## src/rtl/nest_irq_arb_pkg.sv

```systemverilog
`timescale 1ns/1ps
package nest_irq_arb_pkg;

  typedef logic [1:0] lvl_t;

  localparam lvl_t LVL_NONE = 2'd0;
  localparam lvl_t LVL_LOW  = 2'd1;
  localparam lvl_t LVL_HIGH = 2'd2;
  localparam lvl_t LVL_TOP  = 2'd3;

  // number of request sources merged onto each slot
  function automatic int slot_width(input int s);
    case (s)
      0, 1:       return 1;
      2, 5, 6:    return 3;
      4:          return 2;
      3, 7, 8, 9: return 4;
      default:    return 0;
    endcase
  endfunction

  // index of the first source of a slot
  function automatic int slot_base(input int s);
    int acc;
    acc = 0;
    for (int k = 0; k < s; k++) acc += slot_width(k);
    return acc;
  endfunction

endpackage

```

## src/rtl/nest_irq_gather.sv

```systemverilog
`timescale 1ns/1ps
module nest_irq_gather
  import nest_irq_arb_pkg::*;
#(
  parameter int N_SLOTS = 10,
  parameter int N_SRC   = 29
) (
  input  logic [N_SRC-1:0]   src_req,
  input  logic [N_SRC-1:0]   src_en,
  output logic [N_SLOTS-1:0] slot_pend
);

  logic [N_SRC-1:0] live;
  assign live = src_req & src_en;

  for (genvar s = 0; s < N_SLOTS; s++) begin : g_slot
    localparam int FIRST = slot_base(s);
    localparam int CNT   = slot_width(s);
    assign slot_pend[s] = |live[FIRST +: CNT];
  end

endmodule

```

## src/rtl/nest_irq_pick.sv

```systemverilog
`timescale 1ns/1ps
module nest_irq_pick
  import nest_irq_arb_pkg::*;
#(
  parameter int N_SLOTS = 10,
  parameter int N_TOPSL = 2,
  localparam int IDX_W  = $clog2(N_SLOTS)
) (
  input  logic [N_SLOTS-1:0] slot_pend,
  input  logic [N_SLOTS-1:0] slot_up,
  input  lvl_t               cur_lvl,
  output logic               win_ok,
  output logic [IDX_W-1:0]   win_idx,
  output lvl_t               win_lvl
);

  lvl_t slot_lvl [N_SLOTS];

  for (genvar s = 0; s < N_SLOTS; s++) begin : g_lvl
    localparam lvl_t UPPER = (s < N_TOPSL) ? LVL_TOP : LVL_HIGH;
    assign slot_lvl[s] = !slot_pend[s] ? LVL_NONE :
                         (slot_up[s] ? UPPER : LVL_LOW);
  end

  // descending scan with >= lets the lower index win ties
  always_comb begin
    win_lvl = LVL_NONE;
    win_idx = '0;
    for (int s = N_SLOTS-1; s >= 0; s--) begin
      if (slot_lvl[s] != LVL_NONE && slot_lvl[s] >= win_lvl) begin
        win_lvl = slot_lvl[s];
        win_idx = IDX_W'(s);
      end
    end
    win_ok = (win_lvl != LVL_NONE) && (win_lvl > cur_lvl);
  end

endmodule

```

## src/rtl/nest_irq_stack.sv

```systemverilog
`timescale 1ns/1ps
module nest_irq_stack
  import nest_irq_arb_pkg::*;
#(
  parameter int N_LVL = 3
) (
  input  logic clk,
  input  logic rst,
  input  logic push,
  input  lvl_t push_lvl,
  input  logic pop,
  output lvl_t cur_lvl
);

  logic [N_LVL-1:0] busy;
  logic [N_LVL-1:0] top_bit;

  always_comb begin
    cur_lvl = LVL_NONE;
    top_bit = '0;
    for (int k = 0; k < N_LVL; k++) begin
      if (busy[k]) begin
        cur_lvl = lvl_t'(k + 1);
        top_bit = '0;
        top_bit[k] = 1'b1;
      end
    end
  end

  always_ff @(posedge clk) begin
    if (rst) begin
      busy <= '0;
    end else if (pop) begin
      busy <= busy & ~top_bit;
    end else if (push && push_lvl != LVL_NONE) begin
      busy[push_lvl - 2'd1] <= 1'b1;
    end
  end

  AST_PUSH_ABOVE: assert property (@(posedge clk) disable iff (rst)
    push |-> push_lvl > cur_lvl);

  AST_POP_SHRINK: assert property (@(posedge clk) disable iff (rst)
    (pop && busy != '0) |=> $countones(busy) == $countones($past(busy)) - 1);

  AST_POP_TOPMOST: assert property (@(posedge clk) disable iff (rst)
    (pop && busy != '0) |=> cur_lvl < $past(cur_lvl));

endmodule

```

## src/rtl/nest_irq_arb.sv

```systemverilog
`timescale 1ns/1ps
module nest_irq_arb
  import nest_irq_arb_pkg::*;
#(
  parameter int N_SLOTS    = 10,
  parameter int N_SRC      = 29,
  parameter int N_TOPSL    = 2,
  parameter int VEC_W      = 8,
  parameter int VEC_BASE   = 3,
  parameter int VEC_STRIDE = 8
) (
  input  logic               clk,
  input  logic               rst,
  input  logic [N_SRC-1:0]   src_req,
  input  logic [N_SRC-1:0]   src_en,
  input  logic               glb_en,
  input  logic [N_SLOTS-1:0] slot_up,
  input  logic               irq_ret,
  output logic               irq_take,
  output logic [VEC_W-1:0]   irq_vec,
  output logic [1:0]         irq_lvl
);

  localparam int IDX_W   = $clog2(N_SLOTS);
  localparam int VEC_TOP = VEC_BASE + (N_SLOTS-1)*VEC_STRIDE;
  localparam int VEC_SPL = VEC_BASE + N_TOPSL*VEC_STRIDE;

  logic [N_SLOTS-1:0] slot_pend;
  logic               win_ok;
  logic [IDX_W-1:0]   win_idx;
  lvl_t               win_lvl;
  lvl_t               cur_lvl;
  logic               push;

  nest_irq_gather #(.N_SLOTS(N_SLOTS), .N_SRC(N_SRC)) u_gather (
    .src_req  (src_req),
    .src_en   (src_en),
    .slot_pend(slot_pend)
  );

  nest_irq_pick #(.N_SLOTS(N_SLOTS), .N_TOPSL(N_TOPSL)) u_pick (
    .slot_pend(slot_pend),
    .slot_up  (slot_up),
    .cur_lvl  (cur_lvl),
    .win_ok   (win_ok),
    .win_idx  (win_idx),
    .win_lvl  (win_lvl)
  );

  assign push = glb_en && !irq_ret && win_ok;

  nest_irq_stack #(.N_LVL(3)) u_stack (
    .clk     (clk),
    .rst     (rst),
    .push    (push),
    .push_lvl(win_lvl),
    .pop     (irq_ret),
    .cur_lvl (cur_lvl)
  );

  always_ff @(posedge clk) begin
    if (rst) begin
      irq_take <= 1'b0;
      irq_vec  <= '0;
      irq_lvl  <= LVL_NONE;
    end else begin
      irq_take <= push;
      if (push) begin
        irq_vec <= VEC_W'(VEC_BASE + int'(win_idx) * VEC_STRIDE);
        irq_lvl <= win_lvl;
      end
    end
  end

  AST_VEC_GRID: assert property (@(posedge clk) disable iff (rst)
    irq_take |-> (int'(irq_vec) >= VEC_BASE && int'(irq_vec) <= VEC_TOP &&
                  (int'(irq_vec) - VEC_BASE) % VEC_STRIDE == 0));

  AST_TOP_SLOTS: assert property (@(posedge clk) disable iff (rst)
    (irq_take && irq_lvl == LVL_TOP) |-> int'(irq_vec) < VEC_SPL);

  AST_HIGH_SLOTS: assert property (@(posedge clk) disable iff (rst)
    (irq_take && irq_lvl == LVL_HIGH) |-> int'(irq_vec) >= VEC_SPL);

  AST_GLB_BLOCK: assert property (@(posedge clk) disable iff (rst)
    !glb_en |=> !irq_take);

  AST_RET_BLOCK: assert property (@(posedge clk) disable iff (rst)
    irq_ret |=> !irq_take);

  AST_TAKE_LEVEL: assert property (@(posedge clk) disable iff (rst)
    irq_take |-> irq_lvl != LVL_NONE);

endmodule

```

## config.mk

```make
export PLATFORM = sky130hd
export DESIGN_NAME = nest_irq_arb
export DESIGN_NICKNAME = d
export VERILOG_FILES = /design/src/rtl/nest_irq_arb_pkg.sv /design/src/rtl/nest_irq_gather.sv /design/src/rtl/nest_irq_pick.sv /design/src/rtl/nest_irq_stack.sv /design/src/rtl/nest_irq_arb.sv
export SDC_FILE = /design/constraint.sdc
export NUM_CORES = 1
export LEC_CHECK = 0
export ABC_AREA = 1
export BUFFER_PORTS_ARGS = -buffer_cell sky130_fd_sc_hd__clkbuf_2
export CAP_MARGIN = 0
export CORE_UTILIZATION = 47
export DETAILED_ROUTE_END_ITERATION = 10
export PLACE_DENSITY = 0.82
export SYNTH_ARGS = -nofsm -noshare
export SYNTH_HDL_FRONTEND = slang
export SYNTH_HIERARCHICAL = 1
export SYNTH_SLANG_ARGS = --single-unit
```

## constraint.sdc

```tcl
create_clock -name clk -period 12.2 [get_ports clk]
set_input_delay 0.61 -clock clk [delete_from_list [all_inputs] [get_ports clk]]
set_output_delay 0.61 -clock clk [all_outputs]
set_load 0.1 [all_outputs]
```

Word level (Yosys, flattened, before mapping)
Index checks and enable logic that the tools add are counted.
Word-level totals
  flip-flop bits (word level): 14
  latch bits: 0
  bits in writable memories: 0
  bits in read-only memories: 0
  input port bits: 72
  word-level logic and storage cells: 109
  memories: 0
Operators by class
  add/sub/neg operators: 2
  $mul: 0
  div/mod/pow operators: 0
  $lt $le $gt $ge: 13
  equal/unequal tests: 0
  shifts and indexed selects: 0
  muxes and demuxes: 50
  bitwise gates (word level): 4
  reduce and logical (&&, ||, !) cells: 36
Operators with widths (count)
  2-bit two-way mux: 33
  4-bit two-way mux: 10
  29-bit bitwise AND: 1
  2-bit nonzero test: 12
  2-bit greater-or-equal comparator: 9
  4-bit OR reduction: 4
  1-bit logical AND: 15
  3-bit two-way mux: 3
  3-bit OR reduction: 3
  2-bit by 7-bit adder with 8-bit output, first input constant: 1
  2-bit by 1-bit greater-or-equal comparator with 1-bit output, second input constant: 2
  3-bit bitwise AND: 1
  2-bit by 3-bit < comparator with 1-bit output, second input constant: 1
  1-bit two-way mux: 3
  3-bit NOT: 1
  3-bit OR: 1
  1-bit demux with 2-bit select: 1
  2-bit greater-than comparator: 1
  2-bit OR reduction: 1
  2-bit by 1-bit subtractor with 2-bit output, second input constant: 1
  1-bit zero test: 1

Depth between registers and ports, before layout
Gate-level depths: netlist of the first run.
  word-level depth: 41
  depth in mapped cells: 82
  gate-level depth less buffers: 82

Hierarchy
The synthesis of the first run kept the hierarchy.
Modules (own cells, without submodules)
  nest_irq_pick: instances 1, cells each 159, area an instance 960.9 um^2, sequential area each 0.0 um^2
  nest_irq_arb: instances 1, cells each 50, area an instance 350.3 um^2, sequential area each 160.2 um^2
  nest_irq_gather: instances 1, cells each 55, area an instance 210.2 um^2, sequential area each 0.0 um^2
  nest_irq_stack: instances 1, cells each 25, area an instance 155.1 um^2, sequential area each 60.1 um^2

Least setup slack after synthesis of the first run
Ideal clock, no wire load.
  kind: input to register
  start point: input port src_req[25]
  end point: register u_stack.busy[0]
  arrival time: 9103 ps
  required time: 12130 ps
  slack: 3028 ps
  stages on the path: 79
  path buffers: 0
  cell sequence: nand2_1 -> nand2_1 -> inv_1 -> nand2_1 -> nand2_1 -> ha_1 -> inv_2 -> nand2_1 -> nand2_2 -> nand2_2 -> nand2_2 -> nand2_1 -> ha_1 -> nor2_1 -> o21ai_1 -> nand3_1 -> nand2_1 -> inv_1 -> (+43 left out) -> o21ai_1 -> nand2_1 -> nand2_1 -> inv_1 -> nand2_1 -> o21a_1 -> inv_1 -> ha_1 -> a21oi_1 -> a21oi_1 -> nand2_1 -> inv_1 -> nand3_2 -> inv_1 -> inv_1 -> nor2_1 -> nand2_1 -> a21oi_1
Between the ends
  elaborated cells between the ends (all ways): 49
  classes of those cells: 1 x add/sub; 13 x order compare; 15 x mux; 2 x bitwise; 18 x reduce/logical
RTL lines
  start: declaration: RTL line nest_irq_arb.sv:14  | input logic [N_SRC-1:0] src_req,
  29-bit bitwise AND (*): RTL line nest_irq_gather.sv:14  | assign live = src_req & src_en;
  4-bit OR reduction (*): RTL line nest_irq_gather.sv:19  | assign slot_pend[s] = |live[FIRST +: CNT];
  named net slot_pend[9]: RTL line nest_irq_arb.sv:28  | logic [N_SLOTS-1:0] slot_pend;
  2-bit two-way mux (*): RTL line nest_irq_pick.sv:21  | assign slot_lvl[s] = !slot_pend[s] ? LVL_NONE :
  2-bit by 1-bit greater-or-equal comparator with 1-bit output or 2-bit nonzero test (tied branches): RTL line nest_irq_pick.sv:30  | if (slot_lvl[s] != LVL_NONE && slot_lvl[s] >= win_lvl) begin
  1-bit logical AND: RTL line nest_irq_pick.sv:30
  2-bit two-way mux (*): RTL line nest_irq_pick.sv:30
  2-bit greater-or-equal comparator: RTL line nest_irq_pick.sv:30
  (+26 left out)
  named net win_lvl[1]: RTL line nest_irq_arb.sv:31  | lvl_t win_lvl;
  2-bit greater-than comparator or 2-bit nonzero test (tied branches): RTL line nest_irq_pick.sv:35  | win_ok = (win_lvl != LVL_NONE) && (win_lvl > cur_lvl);
  1-bit logical AND (*): RTL line nest_irq_pick.sv:35
  named net win_ok: RTL line nest_irq_arb.sv:29  | logic win_ok;
  1-bit logical AND (*): RTL line nest_irq_arb.sv:50  | assign push = glb_en && !irq_ret && win_ok;
  named net push: RTL line nest_irq_arb.sv:33  | logic push;
  1-bit logical AND (*): RTL line nest_irq_stack.sv:35  | end else if (push && push_lvl != LVL_NONE) begin
  2-bit nonzero test (no source line) (*)
  end signal: assignment: RTL line nest_irq_stack.sv:34  | busy <= busy & ~top_bit;
  end: declaration: RTL line nest_irq_stack.sv:15  | logic [N_LVL-1:0] busy;
Mark *: on every way through the listed nets, which the timed path passes. The rest lies on a longest branch. The select of a mux whose other input is x is not followed.
A chain may end at the register's enable or synchronous reset.

Worst setup path after layout of the first run
Same ends and word-level chain as after synthesis.

==> results of run 1 <==
-- worst max path at each step --
| stage | from | to | slack, ps | cells after the start |
|---|---|---|---|---|
| 2_1_floorplan | src_req[25] | u_stack/busy[0]$_SDFFE_PP0P_ | 3030 | 79 |
| 3_3_place_gp | src_req[25] | u_stack/busy[0]$_SDFFE_PP0P_ | 2200 | 80 |
| 3_5_place_dp | src_req[26] | u_stack/busy[0]$_SDFFE_PP0P_ | 1960 | 80 |
| 4_1_cts | src_req[26] | u_stack/busy[0]$_SDFFE_PP0P_ | 2230 | 80 |
| 5_1_grt | src_req[28] | u_stack/busy[0]$_SDFFE_PP0P_ | 1060 | 81 |
| 6_report | src_req[25] | u_stack/busy[0]$_SDFFE_PP0P_ | 2300 | 80 |
-- placed cells by master (no fill, tap or decap) --
master     netlist  layout
inv_2            5       5
nor2_1          23      23
nand2_2          9       9
inv_1           65      65
a21oi_1         11      11
dfxtp_1         11      11
a21oi_2          1       1
o21ai_4          4       4
nand2_1         99      99
clkbuf_4         0       3
or2_2            3       3
nand3_1         11      11
a2111oi_0        1       1
clkinv_1         1       1
nand3_2          4       4
clkbuf_1         0       1
o21ai_1          6       6
clkbuf_2         0      80
nor2_4           1       1
o21a_1           1       1
a31oi_1          1       1
or2_1            1       1
conb_1           1       2
ha_1            26      26
-- where the power goes --
| group | switching (mW) | total (mW) | leakage, nW | internal [mW] |
|---|---|---|---|---|
| combinational | 0.0987 | 0.147 | 1.36 | 0.0479 |
| clock | 0.0115 | 0.0242 | 0.0150 | 0.0126 |
| sequential | 0.00232 | 0.0425 | 0.0901 | 0.0402 |
| total | 0.113 | 0.213 | 1.46 | 0.101 |
-- synthesized netlist by cell type (all sizes together) --
master   instances
conb             1
a31oi            1
buf              4
nand2          108
clkinv           1
or2              4
o21ai           10
a21oi           12
dfxtp           11
nand3           15
a2111oi          1
ha              26
nor2            24
o21a             1
inv             70
-- worst max-delay path, delay by kind of cell --
kind                     cells  cell delay [ps]
AND/OR/NAND/NOR             32             3200
AO/OA/AOI/OAI               18             2370
buffers and inverters       20             1210
adder cells (fa/ha/maj)     10             2720
-- registers in the layout (all words and copies together), names as in the netlist --
| register | count |
|---|---|
| irq_vec | 5 |
| u_stack/busy | 3 |
| irq_take | 1 |
| irq_lvl | 2 |
-- cells by family after synthesis --
| family | Yosys count |
|---|---|
| adders and majority gates | 26 |
| other | 1 |
| and+or+nand+nor | 151 |
| DFF | 11 |
| AOI/OAI and AO/OA | 25 |
| buffers and inverters | 75 |
-- layer usage --
metal | part of all wire [%] | wire, um | global-route usage, % | vias to the layer above
li1 | - | - | - | 1014
met1 | 43 | 1400 | 18.2 | 784
met2 | 52 | 1690 | 40.6 | 47
met3 | 4.4 | 144 | 2.28 | 0
met4 | 0 | 0 | 2.22 | 0
met5 | 0 | 0 | 0 | -
-- per-stage QoR --
stage               util (%)  cells  total power [mW]  worst slack, ps
finish                  62.9    416             0.213             2300
global route            62.9    416             0.238             1060
CTS                     62.9    416             0.216             2230
detailed placement      62.1    412             0.191             1960
global placement        62.1    412             0.187             2200
floorplan                  -    290             0.162             3030
-- final cells by class --
class / instances / area, sq um
Clock buffer: 4 / 26.3
Fill cell: 353 / 1260
Inverter: 71 / 267
Sequential cell: 11 / 220
Multi-Input combinational cell: 204 / 1160
Tap cell: 46 / 57.6
Timing Repair Buffer: 80 / 400
==> impl_metrics.tcl, run 1 <==
set metrics [dict create \
    critical_path.max_stage_delay_ps 310 \
    r2r_slack_ps 10260 \
    die_h_um 61.7 \
    critPathLaunchType "input port" \
    placed_area_sq_um 2100 \
    hold_viol_final 0 \
    numClockSinks 11 \
    holdPathEnd "u_stack/busy[0]$_SDFFE_PP0P_" \
    rsz0062_at_grt "false" \
    cts_tree "yes" \
    grt_max_degree 15 \
    muxShareOfSynthArea_pct 0 \
    grtUsageTotal_pct 18.4 \
    ir_drop_uv 53.5 \
    drt_iter0_drc 65 \
    maxCapViolations 0 \
    netlist.area_leader.share_pct 22.2 \
    ys_types 23 \
    finalNetCount 469 \
    yosys.area.top_type "nand2_1" \
    timing.hold.ws_ps 473 \
    dr.pass1.iters 4 \
    rr_startpoint "u_stack/busy[1]$_SDFFE_PP0P_" \
    ctsHtreeMaxLevel 1 \
    leakagePower_nw 1.46 \
    power_density_nw_per_um2 100 \
    overflow 0 \
    hold_buffers 0 \
    layout-drive-gt1-share_pct 29.7 \
    status "finished clean" \
    io_buffer_count 80 \
    synth_top_family_by_area "simple AND/OR/NAND/NOR gates" \
    seq_area_frac_synth_pct 13.1 \
    vias 1845 \
    finalWirelength_um 3240 \
    cts-buffers-inserted 3 \
    slew_violations 0 \
    die_w_um 61.7 \
    worstSetupPathType "in2reg" \
    max_clock_freq_mhz 101 \
    start_util_pct 49.5 \
    ys_ff_latch 11 \
    wl_per_cell_um 7.78 \
    cts_resized 0 \
    grt_first_pass_wirelength_um 5550 \
    viasPerCell 4.44 \
    cp.arrival_ps 10100 \
    yosys.area_share.simple_pct 38.5 \
    synthesis.area_sq_um 1680 \
    core_area_sq_um 3390 \
    ant_nets 0 \
    die_area_sq_um 3810 \
    hold_class "reg2reg" \
    antenna_found_initial 0 \
    routabilityCongestion 0.834 \
    avgSynthCellArea_sq_um 5.80 \
    cts_setup_buffers 0 \
    clk_pin_slew_ps 70 \
    r2r.worst_path.cells 14 \
    tightest_slew_ps 550 \
    area_growth_pct 27.1 \
    synth_xor_area_share_pct 0 \
    hold_start "u_stack/busy[0]$_SDFFE_PP0P_" \
    grt_pass1_vias 1592 \
    tns_ps 0 \
    r2r_end "u_stack/busy[0]$_SDFFE_PP0P_" \
    worstPathRequired_ps 12400 \
    ioPinCount 83 \
    crit_top_cell "nand2_1" \
    slowest_stage "ha_1" \
    netlist_instances 289 \
    clkLatencyLatePin_ps 260 \
    place_hpwl_um 2960 \
    clockBufferDepth 2 \
    ys_top_cells_by_area "nand2_1 22%, ha_1 19%, inv_1 15%, dfxtp_1 13%, nor2_1 5.1%" \
    cts-root-buf "clkbuf_4" \
    synth_compound_area_share_pct 10.8 \
    holdPathStages 2 \
    crit_path_end_kind "flop" \
    setup_violations 0 \
    clock_skew_ps 0.638 \
    finalCriticalPeriod_ps 9900 \
    rows 21 \
    synth_fa_ha_area_share_pct 19.4 \
    slew_headroom_pct 63.5 \
    fin_area_sq_um 2130 \
    drc 0 \
    yosysWarnings 6 \
    cp_max_fo 14 \
    diodes 0 \
    fin_crit_sh_pct 81.2 \
]
No activity file was read; power rests on OpenSTA's default activity.
==> run 2: changes to the inputs <==
==> constraint.sdc (replaced) <==
create_clock -name clk -period 9.31 [get_ports clk]
set_input_delay 0.4655 -clock clk [delete_from_list [all_inputs] [get_ports clk]]
set_output_delay 0.4655 -clock clk [all_outputs]
set_load 0.1 [all_outputs]
==> impl_metrics.tcl, run 2 (same netlist as run 1, synthesis figures left out) <==
set metrics [dict create \
    viasPerCell 4.51 \
    cts-root-buf "clkbuf_4" \
    placed_area_sq_um 2180 \
    layout-drive-gt1-share_pct 41.1 \
    wl_per_cell_um 8.91 \
    dp_slack_ps -383 \
    ant_nets 0 \
    hold_viol_final 0 \
    grt_pass1_vias 1556 \
    place_hpwl_um 3060 \
    clockBufferDepth 2 \
    io_buffer_count 80 \
    cp_max_fo 5 \
    finalWirelength_um 3920 \
    antenna_found_initial 0 \
    finalPower_uw 334 \
    cts-buffers-inserted 3 \
    setup_violations 0 \
    numClockSinks 11 \
    start_util_pct 49.5 \
    vias 1985 \
    power_density_nw_per_um2 136 \
    worstPathRequired_ps 9520 \
    path_buf_inv 18 \
    cp.arrival_ps 9060 \
    layout_setup_ws_ps 457 \
    status "finished clean" \
    finalNetCount 493 \
    hold_buffers 0 \
    core_area_sq_um 3390 \
    die_area_sq_um 3810 \
    fin_area_sq_um 2450 \
    dr.pass1.iters 4 \
    dp_cells 422 \
    crit_path_end_kind "flop" \
    area_growth_pct 46.1 \
    drc 0 \
    grtUsageTotal_pct 17.8 \
    top_register "irq_vec" \
    worstSetupPathType "in2reg" \
    overflow 0 \
    die_w_um 61.7 \
    nFillCells 282 \
    tightest_slew_ps 548 \
    diodes 0 \
    final_common_cell "nand2_1" \
    ioPinCount 83 \
    max_clock_freq_mhz 113 \
    slew_headroom_pct 63.6 \
    critical_path.max_stage_delay_ps 280 \
    hold_class "in2reg" \
    finish.utilization_pct 72.3 \
    top_regs "irq_vec (5), u_stack/busy (3), irq_lvl (2)" \
    critPathLaunchType "input port" \
    grt_max_degree 10 \
    cts_tree "yes" \
    rows 21 \
    routabilityCongestion 0.757 \
    die_h_um 61.7 \
    clk_pin_slew_ps 70 \
    grt_first_pass_wirelength_um 5380 \
    ctsHtreeMaxLevel 1 \
    clock_skew_ps 8.74 \
    largest_reg_flops 5 \
    mostFrequentLayoutCells "91 x nand2_1, 80 x clkbuf_2, 60 x inv_1, 24 x ha_1, 22 x buf_4" \
    path_delay_family "simple AND/OR/NAND/NOR gates" \
    tns_ps 0 \
    slew_violations 0 \
    timing.hold.ws_ps 429 \
    finalCriticalPeriod_ps 8850 \
    instances_no_fill 440 \
    fin_crit_sh_pct 95.1 \
    crit_top_cell "nand2_1" \
    slowest_stage "ha_1" \
    ir_drop_uv 70.0 \
    maxCapViolations 0 \
    drt_iter0_drc 47 \
    leakagePower_nw 1.59 \
    clkLatencyLatePin_ps 270 \
]
run 2: worst reg2reg max path, cell delays in order, from the launching register on:
cell and delay, ps:
dfxtp_1 320, nor2_1 150, inv_1 50, inv_1 90
ha_4 210, a21oi_1 150, nand2_1 90, inv_2 70
nand3_4 110, inv_4 90, inv_1 40, nor2_1 70
nand2_1 70, a21oi_2 100
run 2: repair_timing:
item	4_1_cts	5_1_grt
hold endpoints to repair	0	0
setup endpoints to repair	7	11
gates resized for setup	3	32
pin swaps	0	29
buffers inserted	0	13
cloned	0	1
run 2: per-layer routing:
layer / global-route usage, % / routed length [um]
met2: 39.5 / 2130
met5: 0 / 0
met1: 17.9 / 1560
met4: 0.952 / 47
met3: 2.07 / 176
run 2: worst paths after layout:
| path | startpoint | to | slack, ps | cells past startpoint |
|---|---|---|---|---|
| max | src_req[24] | u_stack/busy[0]$_SDFFE_PP0P_ | 460 | 77 |
| min | rst | u_stack/busy[0]$_SDFFE_PP0P_ | 430 | 2 |
| max reg2reg | u_stack/busy[1]$_SDFFE_PP0P_ | u_stack/busy[0]$_SDFFE_PP0P_ | 7640 | 13 |
| min reg2reg | u_stack/busy[1]$_SDFFE_PP0P_ | u_stack/busy[1]$_SDFFE_PP0P_ | 500 | 2 |
run 2: final cells by class:
class / instances / area (sq um) / share of cell area, %
inverters: 71 / 269 / 11.0
well taps: 46 / 57.6 / 2.35
flip-flops and latches: 11 / 220 / 8.99
repair buffers: 104 / 606 / 24.7
clock buffers: 4 / 26.3 / 1.07
multi-input cells: 204 / 1270 / 51.9
run 2: power breakdown:
group          internal, mW  switching (mW)  leakage [nW]  total, mW
sequential           0.0526         0.00317        0.0901     0.0558
clock                0.0166          0.0155        0.0150     0.0320
combinational        0.0955           0.151          1.49      0.246
total                 0.165           0.169          1.59      0.334
==> run 3: changes to the inputs <==
==> constraint.sdc (replaced) <==
create_clock -name clk -period 9.4 [get_ports clk]
set_input_delay 0.47 -clock clk [delete_from_list [all_inputs] [get_ports clk]]
set_output_delay 0.47 -clock clk [all_outputs]
set_load 0.1 [all_outputs]
==> impl_metrics.tcl, run 3 (same netlist as run 1, synthesis figures left out) <==
set metrics [dict create \
    status "finished clean" \
    power_density_nw_per_um2 135 \
    cp.arrival_ps 9100 \
    cts-buffers-inserted 3 \
    tns_ps 0 \
    hold_viol_final 0 \
    hold_start "rst" \
    rows 21 \
    top_regs "irq_vec (5), u_stack/busy (3), irq_lvl (2)" \
    rr_startpoint "u_stack/busy[1]$_SDFFE_PP0P_" \
    io_buffer_count 80 \
    core_area_sq_um 3390 \
    viasPerCell 4.52 \
    clkLatencyLatePin_ps 280 \
    slew_headroom_pct 63.5 \
    max_clock_freq_mhz 112 \
    finalCriticalPeriod_ps 8900 \
    diodes 0 \
    tightest_slew_ps 550 \
    nFillCells 318 \
    cts-root-buf "clkbuf_4" \
    start_util_pct 49.5 \
    cts_tree "yes" \
    finalWirelength_um 3650 \
    grtUsageTotal_pct 17.9 \
    place_hpwl_um 2930 \
    wl_per_cell_um 8.42 \
    clk_pin_slew_ps 80 \
    crit_path_end_kind "flop" \
    drc 0 \
    grt_max_degree 14 \
    vias 1959 \
    top_register "irq_vec" \
    final_common_cell "nand2_1" \
    dp_cells 422 \
    die_w_um 61.7 \
    die_area_sq_um 3810 \
    drt_iter0_drc 56 \
    clock_skew_ps 6.23 \
    maxCapViolations 0 \
    overflow 0 \
    timing.hold.ws_ps 431 \
    routabilityCongestion 0.784 \
    largest_reg_flops 5 \
    slew_violations 0 \
    mostFrequentLayoutCells "88 x nand2_1, 80 x clkbuf_2, 59 x inv_1, 23 x ha_1, 22 x nor2_1" \
    grt_pass1_vias 1555 \
    path_buf_inv 20 \
    hold_buffers 0 \
    finalPower_uw 321 \
    finish.utilization_pct 69.8 \
    critical_path.max_stage_delay_ps 290 \
    die_h_um 61.7 \
    path_delay_family "simple AND/OR/NAND/NOR gates" \
    cp_max_fo 4 \
    grt_first_pass_wirelength_um 5380 \
    antenna_found_initial 0 \
    ant_nets 0 \
    fin_crit_sh_pct 94.7 \
    area_growth_pct 41.2 \
    dr.pass1.iters 4 \
    crit_top_cell "nand2_2" \
    crit_start "src_req[23]" \
    clockBufferDepth 2 \
    worstPathRequired_ps 9610 \
    instances_no_fill 433 \
    hold_class "in2reg" \
    leakagePower_nw 1.55 \
    critPathLaunchType "input port" \
    setup_violations 0 \
    finalNetCount 486 \
    ctsHtreeMaxLevel 1 \
    worstSetupPathType "in2reg" \
    slowest_stage "ha_1" \
    ioPinCount 83 \
    ir_drop_uv 55.8 \
    layout-drive-gt1-share_pct 40.8 \
    numClockSinks 11 \
]
[run 3: final timing paths]
kind         slack (ps)  cells past startpoint                           end
max reg2reg        7770                     13  u_stack/busy[0]$_SDFFE_PP0P_
max                 500                     80  u_stack/busy[0]$_SDFFE_PP0P_
min reg2reg         490                      2  u_stack/busy[0]$_SDFFE_PP0P_
min                 430                      2           irq_take$_SDFF_PP0_
[run 3: where the power goes]
part / switching (mW) / internal, mW / leakage [nW]
combinational: 0.145 / 0.0872 / 1.44
sequential: 0.00317 / 0.0521 / 0.0901
clock: 0.0178 / 0.0158 / 0.0177
[run 3: layout make-up]
cell class / instances / area (sq um) / area share [%]
multi-input combinational: 204 / 1260 / 53.4
sequential: 11 / 220 / 9.30
clock inverter: 1 / 5.00 / 0.211
timing repair buffer: 97 / 532 / 22.5
inverter: 71 / 267 / 11.3
clock buffer: 3 / 22.5 / 0.951
tap: 46 / 57.6 / 2.43
[run 3: repair_timing]
action	CTS	global route
buffers inserted	0	7
endpoints found under the setup margin	0	11
resized for setup	0	31
[run 3: per-stage QoR]
step / instance area [sq um] / setup slack (ps)
2_1_floorplan: 1680 / 368
3_3_place_gp: 2180 / 135
3_5_place_dp: 2180 / -136
4_1_cts: 2210 / 132
5_1_grt: 2370 / -152
6_report: 2370 / 503
[run 3: routing by layer]
layer  track usage (%)  vias up  part of all wire [%]
met5                 0        -                     0
met4              4.13        0                  0.74
met3              2.69        4                   5.4
met2              37.3       57                    54
met1              18.3      850                    39
li1                  -     1048                     -
